### src/rtl/codec_if_pkg.sv
package codec_if_pkg;
    localparam int WORD_W = 16;
    localparam int ADDR_W = 14;

    localparam logic [ADDR_W-1:0] ADDR_DAC  = 14'h3FEC;
    localparam logic [ADDR_W-1:0] ADDR_ADC  = 14'h3FED;
    localparam logic [ADDR_W-1:0] ADDR_CTRL = 14'h3FEE;
    localparam logic [ADDR_W-1:0] ADDR_ABUF = 14'h3FEF;

    localparam int PWR_BIT_LO = 5;
    localparam int PWR_BIT_HI = 6;
    localparam logic [WORD_W-1:0] CTRL_KEEP = 16'h03FF;

    typedef enum logic [1:0] {
        S_OFF,
        S_COUNT,
        S_STORE,
        S_FETCH
    } seq_state_t;
endpackage

### src/rtl/codec_frame_timer.sv
module codec_frame_timer #(
    parameter int FRAME_LEN = 1625
) (
    input  logic clk,
    input  logic rst_n,
    input  logic run,
    output logic strobe
);
    localparam int CW = (FRAME_LEN > 1) ? $clog2(FRAME_LEN) : 1;
    localparam logic [CW-1:0] LAST = CW'(FRAME_LEN - 1);

    logic [CW-1:0] cnt_q;

    always_ff @(posedge clk) begin
        if (!rst_n || !run) begin
            cnt_q <= '0;
        end else if (cnt_q == LAST) begin
            cnt_q <= '0;
        end else begin
            cnt_q <= cnt_q + 1'b1;
        end
    end

    assign strobe = run && (cnt_q == LAST);

    // the count never leaves its frame range
    a_r4_count_in_range: assert property (@(posedge clk) disable iff (!rst_n)
        cnt_q <= LAST);

    // powering down restarts the frame from zero
    a_r9_off_clears_count: assert property (@(posedge clk) disable iff (!rst_n)
        !run |=> cnt_q == '0);
endmodule

### src/rtl/codec_abuf_index.sv
module codec_abuf_index #(
    parameter int                BUF_LEN = 4,
    parameter int                ADDR_W  = 14,
    parameter logic [ADDR_W-1:0] BASE    = '0
) (
    input  logic              clk,
    input  logic              rst_n,
    input  logic              enable,
    input  logic              step,
    output logic [ADDR_W-1:0] addr,
    output logic              wrap
);
    localparam int IW = (BUF_LEN > 1) ? $clog2(BUF_LEN) : 1;
    localparam logic [IW-1:0] LAST = IW'(BUF_LEN - 1);

    logic [IW-1:0] idx_q;

    always_ff @(posedge clk) begin
        if (!rst_n || !enable) begin
            idx_q <= '0;
        end else if (step) begin
            idx_q <= (idx_q == LAST) ? '0 : idx_q + 1'b1;
        end
    end

    assign addr = BASE + ADDR_W'(idx_q);
    assign wrap = step && (idx_q == LAST);

    // ring index stays inside the buffer
    a_r7_index_in_range: assert property (@(posedge clk) disable iff (!rst_n)
        idx_q <= LAST);
endmodule

### src/rtl/codec_if_ctrl.sv
module codec_if_ctrl
    import codec_if_pkg::*;
#(
    parameter int                FRAME_LEN = 1625,
    parameter int                BUF_LEN   = 4,
    parameter logic [ADDR_W-1:0] RX_BASE   = 14'h0100,
    parameter logic [ADDR_W-1:0] TX_BASE   = 14'h0200
) (
    input  logic              clk,
    input  logic              rst_n,
    input  logic              bus_en,
    input  logic              bus_we,
    input  logic [ADDR_W-1:0] bus_addr,
    input  logic [WORD_W-1:0] bus_wdata,
    output logic [WORD_W-1:0] bus_rdata,
    input  logic [WORD_W-1:0] adc_word,
    output logic [WORD_W-1:0] dac_word,
    output logic              frame_strobe,
    output logic              mem_req,
    output logic              mem_we,
    output logic [ADDR_W-1:0] mem_addr,
    output logic [WORD_W-1:0] mem_wdata,
    input  logic [WORD_W-1:0] mem_rdata,
    output logic              irq_rx,
    output logic              irq_tx
);
    seq_state_t        state_q, state_d;
    logic [WORD_W-1:0] ctrl_q, adc_q, dac_q, dac_out_q;
    logic [1:0]        abuf_q;
    logic              rx_pend_q, tx_pend_q;
    logic              pwr_on, bus_wr, bus_rd, cfg_wr;
    logic              rx_step, tx_step, rx_wrap, tx_wrap;
    logic [ADDR_W-1:0] rx_addr, tx_addr;

    assign pwr_on = ctrl_q[PWR_BIT_LO] && ctrl_q[PWR_BIT_HI];
    assign bus_wr = bus_en && bus_we;
    assign bus_rd = bus_en && !bus_we;
    assign cfg_wr = bus_wr && (bus_addr == ADDR_CTRL || bus_addr == ADDR_ABUF);

    codec_frame_timer #(.FRAME_LEN(FRAME_LEN)) i_timer (
        .clk(clk), .rst_n(rst_n), .run(pwr_on), .strobe(frame_strobe)
    );

    codec_abuf_index #(.BUF_LEN(BUF_LEN), .ADDR_W(ADDR_W), .BASE(RX_BASE)) i_rx_ring (
        .clk(clk), .rst_n(rst_n), .enable(abuf_q[0]), .step(rx_step),
        .addr(rx_addr), .wrap(rx_wrap)
    );

    codec_abuf_index #(.BUF_LEN(BUF_LEN), .ADDR_W(ADDR_W), .BASE(TX_BASE)) i_tx_ring (
        .clk(clk), .rst_n(rst_n), .enable(abuf_q[1]), .step(tx_step),
        .addr(tx_addr), .wrap(tx_wrap)
    );

    // state register
    always_ff @(posedge clk) begin
        if (!rst_n) state_q <= S_OFF;
        else        state_q <= state_d;
    end

    // next-state logic
    always_comb begin
        state_d = state_q;
        unique case (state_q)
            S_OFF:   if (pwr_on) state_d = S_COUNT;
            S_COUNT: begin
                if (!pwr_on)                       state_d = S_OFF;
                else if (frame_strobe && abuf_q[0]) state_d = S_STORE;
                else if (frame_strobe && abuf_q[1]) state_d = S_FETCH;
            end
            S_STORE: begin
                if (!pwr_on)        state_d = S_OFF;
                else if (abuf_q[1]) state_d = S_FETCH;
                else                state_d = S_COUNT;
            end
            S_FETCH: state_d = pwr_on ? S_COUNT : S_OFF;
            default: state_d = S_OFF;
        endcase
    end

    // state outputs
    always_comb begin
        mem_req   = 1'b0;
        mem_we    = 1'b0;
        mem_addr  = '0;
        mem_wdata = '0;
        rx_step   = 1'b0;
        tx_step   = 1'b0;
        unique case (state_q)
            S_STORE: if (pwr_on) begin
                mem_req   = 1'b1;
                mem_we    = 1'b1;
                mem_addr  = rx_addr;
                mem_wdata = adc_q;
                rx_step   = 1'b1;
            end
            S_FETCH: if (pwr_on) begin
                mem_req  = 1'b1;
                mem_addr = tx_addr;
                tx_step  = 1'b1;
            end
            default: ;
        endcase
    end

    // registers seen by the bus and the converter
    always_ff @(posedge clk) begin
        if (!rst_n) begin
            ctrl_q    <= '0;
            abuf_q    <= '0;
            adc_q     <= '0;
            dac_q     <= '0;
            dac_out_q <= '0;
            rx_pend_q <= 1'b0;
            tx_pend_q <= 1'b0;
        end else begin
            if (bus_wr && bus_addr == ADDR_CTRL) ctrl_q <= bus_wdata & CTRL_KEEP;
            if (bus_wr && bus_addr == ADDR_ABUF) abuf_q <= bus_wdata[1:0];
            if (frame_strobe) begin
                adc_q     <= adc_word;
                dac_out_q <= dac_q;
            end
            if (tx_step)                             dac_q <= mem_rdata;
            else if (bus_wr && bus_addr == ADDR_DAC) dac_q <= bus_wdata;

            if ((frame_strobe && !abuf_q[0]) || rx_wrap) rx_pend_q <= 1'b1;
            else if (bus_rd && bus_addr == ADDR_ADC)     rx_pend_q <= 1'b0;

            if ((frame_strobe && !abuf_q[1]) || tx_wrap) tx_pend_q <= 1'b1;
            else if (bus_wr && bus_addr == ADDR_DAC)     tx_pend_q <= 1'b0;
        end
    end

    always_comb begin
        bus_rdata = '0;
        if (bus_rd) begin
            case (bus_addr)
                ADDR_CTRL: bus_rdata = ctrl_q;
                ADDR_ABUF: bus_rdata = {{(WORD_W-2){1'b0}}, abuf_q};
                ADDR_ADC:  bus_rdata = adc_q;
                ADDR_DAC:  bus_rdata = dac_q;
                default:   bus_rdata = '0;
            endcase
        end
    end

    assign dac_word = dac_out_q;
    assign irq_rx   = rx_pend_q;
    assign irq_tx   = tx_pend_q;

    // reserved control bits never read back
    a_r2_reserved_zero: assert property (@(posedge clk) disable iff (!rst_n)
        (bus_rd && bus_addr == ADDR_CTRL) |-> bus_rdata[15:10] == '0);

    // no strobe while powered down
    a_r3_off_no_strobe: assert property (@(posedge clk) disable iff (!rst_n)
        !pwr_on |-> !frame_strobe && !mem_req);

    // no new interrupt follows a powered-down cycle
    a_r3_off_no_irq: assert property (@(posedge clk) disable iff (!rst_n)
        !pwr_on |=> !$rose(irq_rx) && !$rose(irq_tx));

    // plain receive frame raises its interrupt
    a_r5_rx_irq: assert property (@(posedge clk) disable iff (!rst_n)
        (frame_strobe && !abuf_q[0]) |=> irq_rx);

    // plain transmit frame raises its interrupt
    a_r6_tx_irq: assert property (@(posedge clk) disable iff (!rst_n)
        (frame_strobe && !abuf_q[1]) |=> irq_tx);

    // a receive-autobuffer frame is followed by a memory write
    a_r7_store_follows: assert property (@(posedge clk) disable iff (!rst_n)
        (frame_strobe && abuf_q[0] && !cfg_wr) |=> mem_req && mem_we);

    // a store with transmit autobuffer on is followed by a read
    a_r8_fetch_follows: assert property (@(posedge clk) disable iff (!rst_n)
        (mem_req && mem_we && abuf_q[1] && !cfg_wr) |=> mem_req && !mem_we);

    // losing power lands the sequencer in OFF
    a_r9_fall_to_off: assert property (@(posedge clk) disable iff (!rst_n)
        $fell(pwr_on) |-> state_q != S_STORE || !mem_req);
endmodule

### config.mk
export PLATFORM = sky130hd
export DESIGN_NAME = codec_if_ctrl
export DESIGN_NICKNAME = d
export VERILOG_FILES = /design/src/rtl/codec_if_pkg.sv /design/src/rtl/codec_frame_timer.sv /design/src/rtl/codec_abuf_index.sv /design/src/rtl/codec_if_ctrl.sv
export SDC_FILE = /design/constraint.sdc
export NUM_CORES = 1
export LEC_CHECK = 0
export BUFFER_PORTS_ARGS = -buffer_cell sky130_fd_sc_hd__buf_2
export CAP_MARGIN = 0
export CORE_MARGIN = 5
export CORE_UTILIZATION = 50
export DETAILED_ROUTE_END_ITERATION = 8
export GPL_TIMING_DRIVEN = 1
export PLACE_DENSITY = 0.81
export SETUP_SLACK_MARGIN = 0.05
export SLEW_MARGIN = 25
export SYNTH_ARGS = -nofsm -noshare
export SYNTH_HDL_FRONTEND = slang
export SYNTH_SLANG_ARGS = --single-unit
### constraint.sdc
create_clock -name clk -period 2.03 [get_ports clk]
set_clock_uncertainty 0.15 [all_clocks]
set_input_delay 0.1015 -clock clk [delete_from_list [all_inputs] [get_ports clk]]
set_output_delay 0.1015 -clock clk [all_outputs]
set_load 0.02 [all_outputs]
==> results.sh <==
export IMPL_status="finished, final reports clean"
export IMPL_synth_warning_count=0
export IMPL_detail_route_antenna_nets=0
export IMPL_gp_congestion=0.890
export IMPL_hpwlAfterDp_mm=7.64
export IMPL_worstMarginPinSlew_ns=0.547
export IMPL_diodes=0
export IMPL_ys_dominant_reg_cell="dfxtp_1"
export IMPL_initial_utilization=0.521
export IMPL_maximum_clock_frequency_mhz=500
export IMPL_most_common_library_cells_after_synthesis="dfxtp_1 (79), nor2_1 (54), mux2i_1 (45)"
export IMPL_synth_avg_cell_area_um2=8.35
export IMPL_grt_setup_unrepaired="yes"
export IMPL_antenna_found_initial=0
export IMPL_post_route_min_period_ns=2.00
export IMPL_ys_types=39
export IMPL_clock_sinks=79
export IMPL_synthMostInstantiatedCell="dfxtp_1"
export IMPL_cts_root_buf="clkbuf_8"
export IMPL_layout_nets=699
export IMPL_critical_path_max_fanout=3
export IMPL_grt_util_all_layers=0.253
export IMPL_floorplan_die_area_mm2=0.00948
export IMPL_hold_path_class="in -> reg"
export IMPL_clock_tree_htree_level_count=3
export IMPL_number_of_synthesized_flops_with_an_enable_pin=0
export IMPL_total_leakage_power_nw=2.23
export IMPL_fp_dieW_um=97.4
export IMPL_worst_setup_hold_path_clk_slew_ns=0.08
export IMPL_layout_drive_gt1_share=0.298
export IMPL_mappedNetlistArea_mm2=0.00382
export IMPL_clock_latency_ns=0.36
export IMPL_route_final_wire_length_mm=13.5
export IMPL_post_drt_wl_per_cell_um=18.4
export IMPL_power_mw=3.03
export IMPL_arrival_ns=1.75
export IMPL_fp_dieH_um=97.4
export IMPL_synth_area_top_cells="dfxtp_1 (41%), mux2i_1 (12%), o21ai_0 (5.5%)"
export IMPL_number_of_search_and_repair_iterations_in_the_first_detailed_routing_pass=5
export IMPL_grt_max_degree=84
export IMPL_final_routed_drc_violation_total=0
export IMPL_finalHoldViolCount=0
export IMPL_final_max_slew_violation_count=0
export IMPL_synthArstFlopShare=0
export IMPL_post_route_util=0.744
export IMPL_final_min_period_over_clock_period=0.986
export IMPL_post_synth_top_area_fraction=0.414
export IMPL_drt_iter0_markers=427
export IMPL_seq_area_frac_synth=0.414
export IMPL_cts_max_path_buffers=2
export IMPL_vias_per_cell=5.56
export IMPL_core_region_area_mm2=0.00733
export IMPL_post_synth_top_area_cell="dfxtp_1"
export IMPL_grt_overflow_total=0
export IMPL_layout_cells_non_filler=733
export IMPL_detailroute_via_count=4075
export IMPL_flow_area_growth_from_synthesis_pct=42.9
export IMPL_placed_cells_incl_taps=656
export IMPL_worst_ep_required_time_ns=1.78
export IMPL_cts_tree="built"
export IMPL_first_global_vias=3942
export IMPL_timing_max_slew_rel_slack=0.635
export IMPL_maxCapViolCount=0
export IMPL_timing_setup_critical_path_class="reg -> out"
export IMPL_vdd_drop_max_uv=417
export IMPL_timing_critical_path_to_type="output pin"
export IMPL_synthesis_instances=457
export IMPL_powerDensity_mw_per_mm2=555
export IMPL_ioPinCount=133
export IMPL_final_design_area_no_fill_mm2=0.00545
export IMPL_number_of_input_and_output_port_buffers_inserted=122
export IMPL_timing_final_setup_violations=0
export IMPL_timing_critical_path_from_type="register"
export IMPL_r2r_setup_slack_ns=0.06
export IMPL_cts_buffers=9
export IMPL_place_area_mm2=0.00450
export IMPL_finalHoldWorstSlack_ns=0.0497
export IMPL_fp_row_count=31
export IMPL_ys_seq_elements=79
export IMPL_grt_pass1_wl_mm=19.6
## path summary, 6_finish.rpt
check                           cells after the start             start                to
worst max-delay path                                6  i_timer.cnt_q[1]      frame_strobe
worst min-delay path                                4       bus_addr[8]            irq_rx
worst max register to register                      9  i_timer.cnt_q[1]         adc_q[15]
worst min register to register                      1  i_timer.cnt_q[0]  i_timer.cnt_q[0]
## critical path, cell delays in order, from the launching register on
cell	delay, ns
dfxtp_1	0.35
inv_2	0.09
ha_4	0.13
nand4_1	0.18
nor4_4	0.37
buf_12	0.16
buf_4	0.13
## sequential cells by signal, summed over array words and instances (netlist names)
name and cells:
adc_q 16, abuf_q 2, i_rx_ring.idx_q 2, i_tx_ring.idx_q 2
irq_tx 1, ctrl_q 10, i_timer.cnt_q 11, dac_word 16
state_q 2, dac_q 16, irq_rx 1
## cell type report
| class | instances | area (um^2) |
|---|---|---|
| tap | 99 | 124 |
| timing repair buffer | 195 | 1420 |
| inverter | 10 | 37.5 |
| clock inverter | 6 | 67.6 |
| multi-input combinational | 334 | 2080 |
| sequential | 79 | 1590 |
| fill | 494 | 1880 |
| clock buffer | 10 | 138 |
## power by group
group	internal [mW]	switching [mW]
clock network	0.606	0.626
logic	0.125	0.121
registers	1.55	0.00000757
total	2.28	0.747
## layout by cell type, fill, tap and decap left out, types with 4 or more instances in the layout
cell type	n
dfxtp_2	4
buf_2	121
inv_1	8
buf_4	13
nand3_2	6
xnor2_1	7
nand2_1	41
o21ai_0	28
nand3_1	33
dfxtp_1	74
and2_1	16
nor3_1	4
nor2_1	54
clkbuf_8	10
a21oi_1	30
o21ai_1	21
buf_6	4
mux2i_1	45
dlygate4sd3_1	49
conb_1	10
## routing by layer
layer / share of wire / GRT usage
met5: 0 / 0
met4: 0.039 / 0.108
met3: 0.10 / 0.0761
met2: 0.48 / 0.426
met1: 0.37 / 0.299
## per-stage QoR
stage / setup slack [ns] / setup TNS, ns
after global routing: -0.0298 / -0.0298
after global placement: 0.173 / 0
after floorplan: 0.236 / 0
after CTS: 0.0224 / 0
final: 0.0282 / 0
after detailed placement: 0.109 / 0
## cells by family after synthesis
family,after synthesis,synth area share
flops,79,0.414
xor+xnor,9,0.0207
simple gates,180,0.238
buf+inv,53,0.0695
other cells,1,0.000982
mux,47,0.130
fa+ha+maj,4,0.0131
compound gates,84,0.114
## what timing repair did
item                                    in CTS  in global routing
buffers inserted                             6                  1
resized for setup                            3                 39
endpoints found under the hold margin       46                  0
hold buffers                                49                  0
gates cloned                                 2                  4
pin swaps                                    1                  2
endpoints found under the setup margin      17                 72
(Power assumes the default switching activity.)
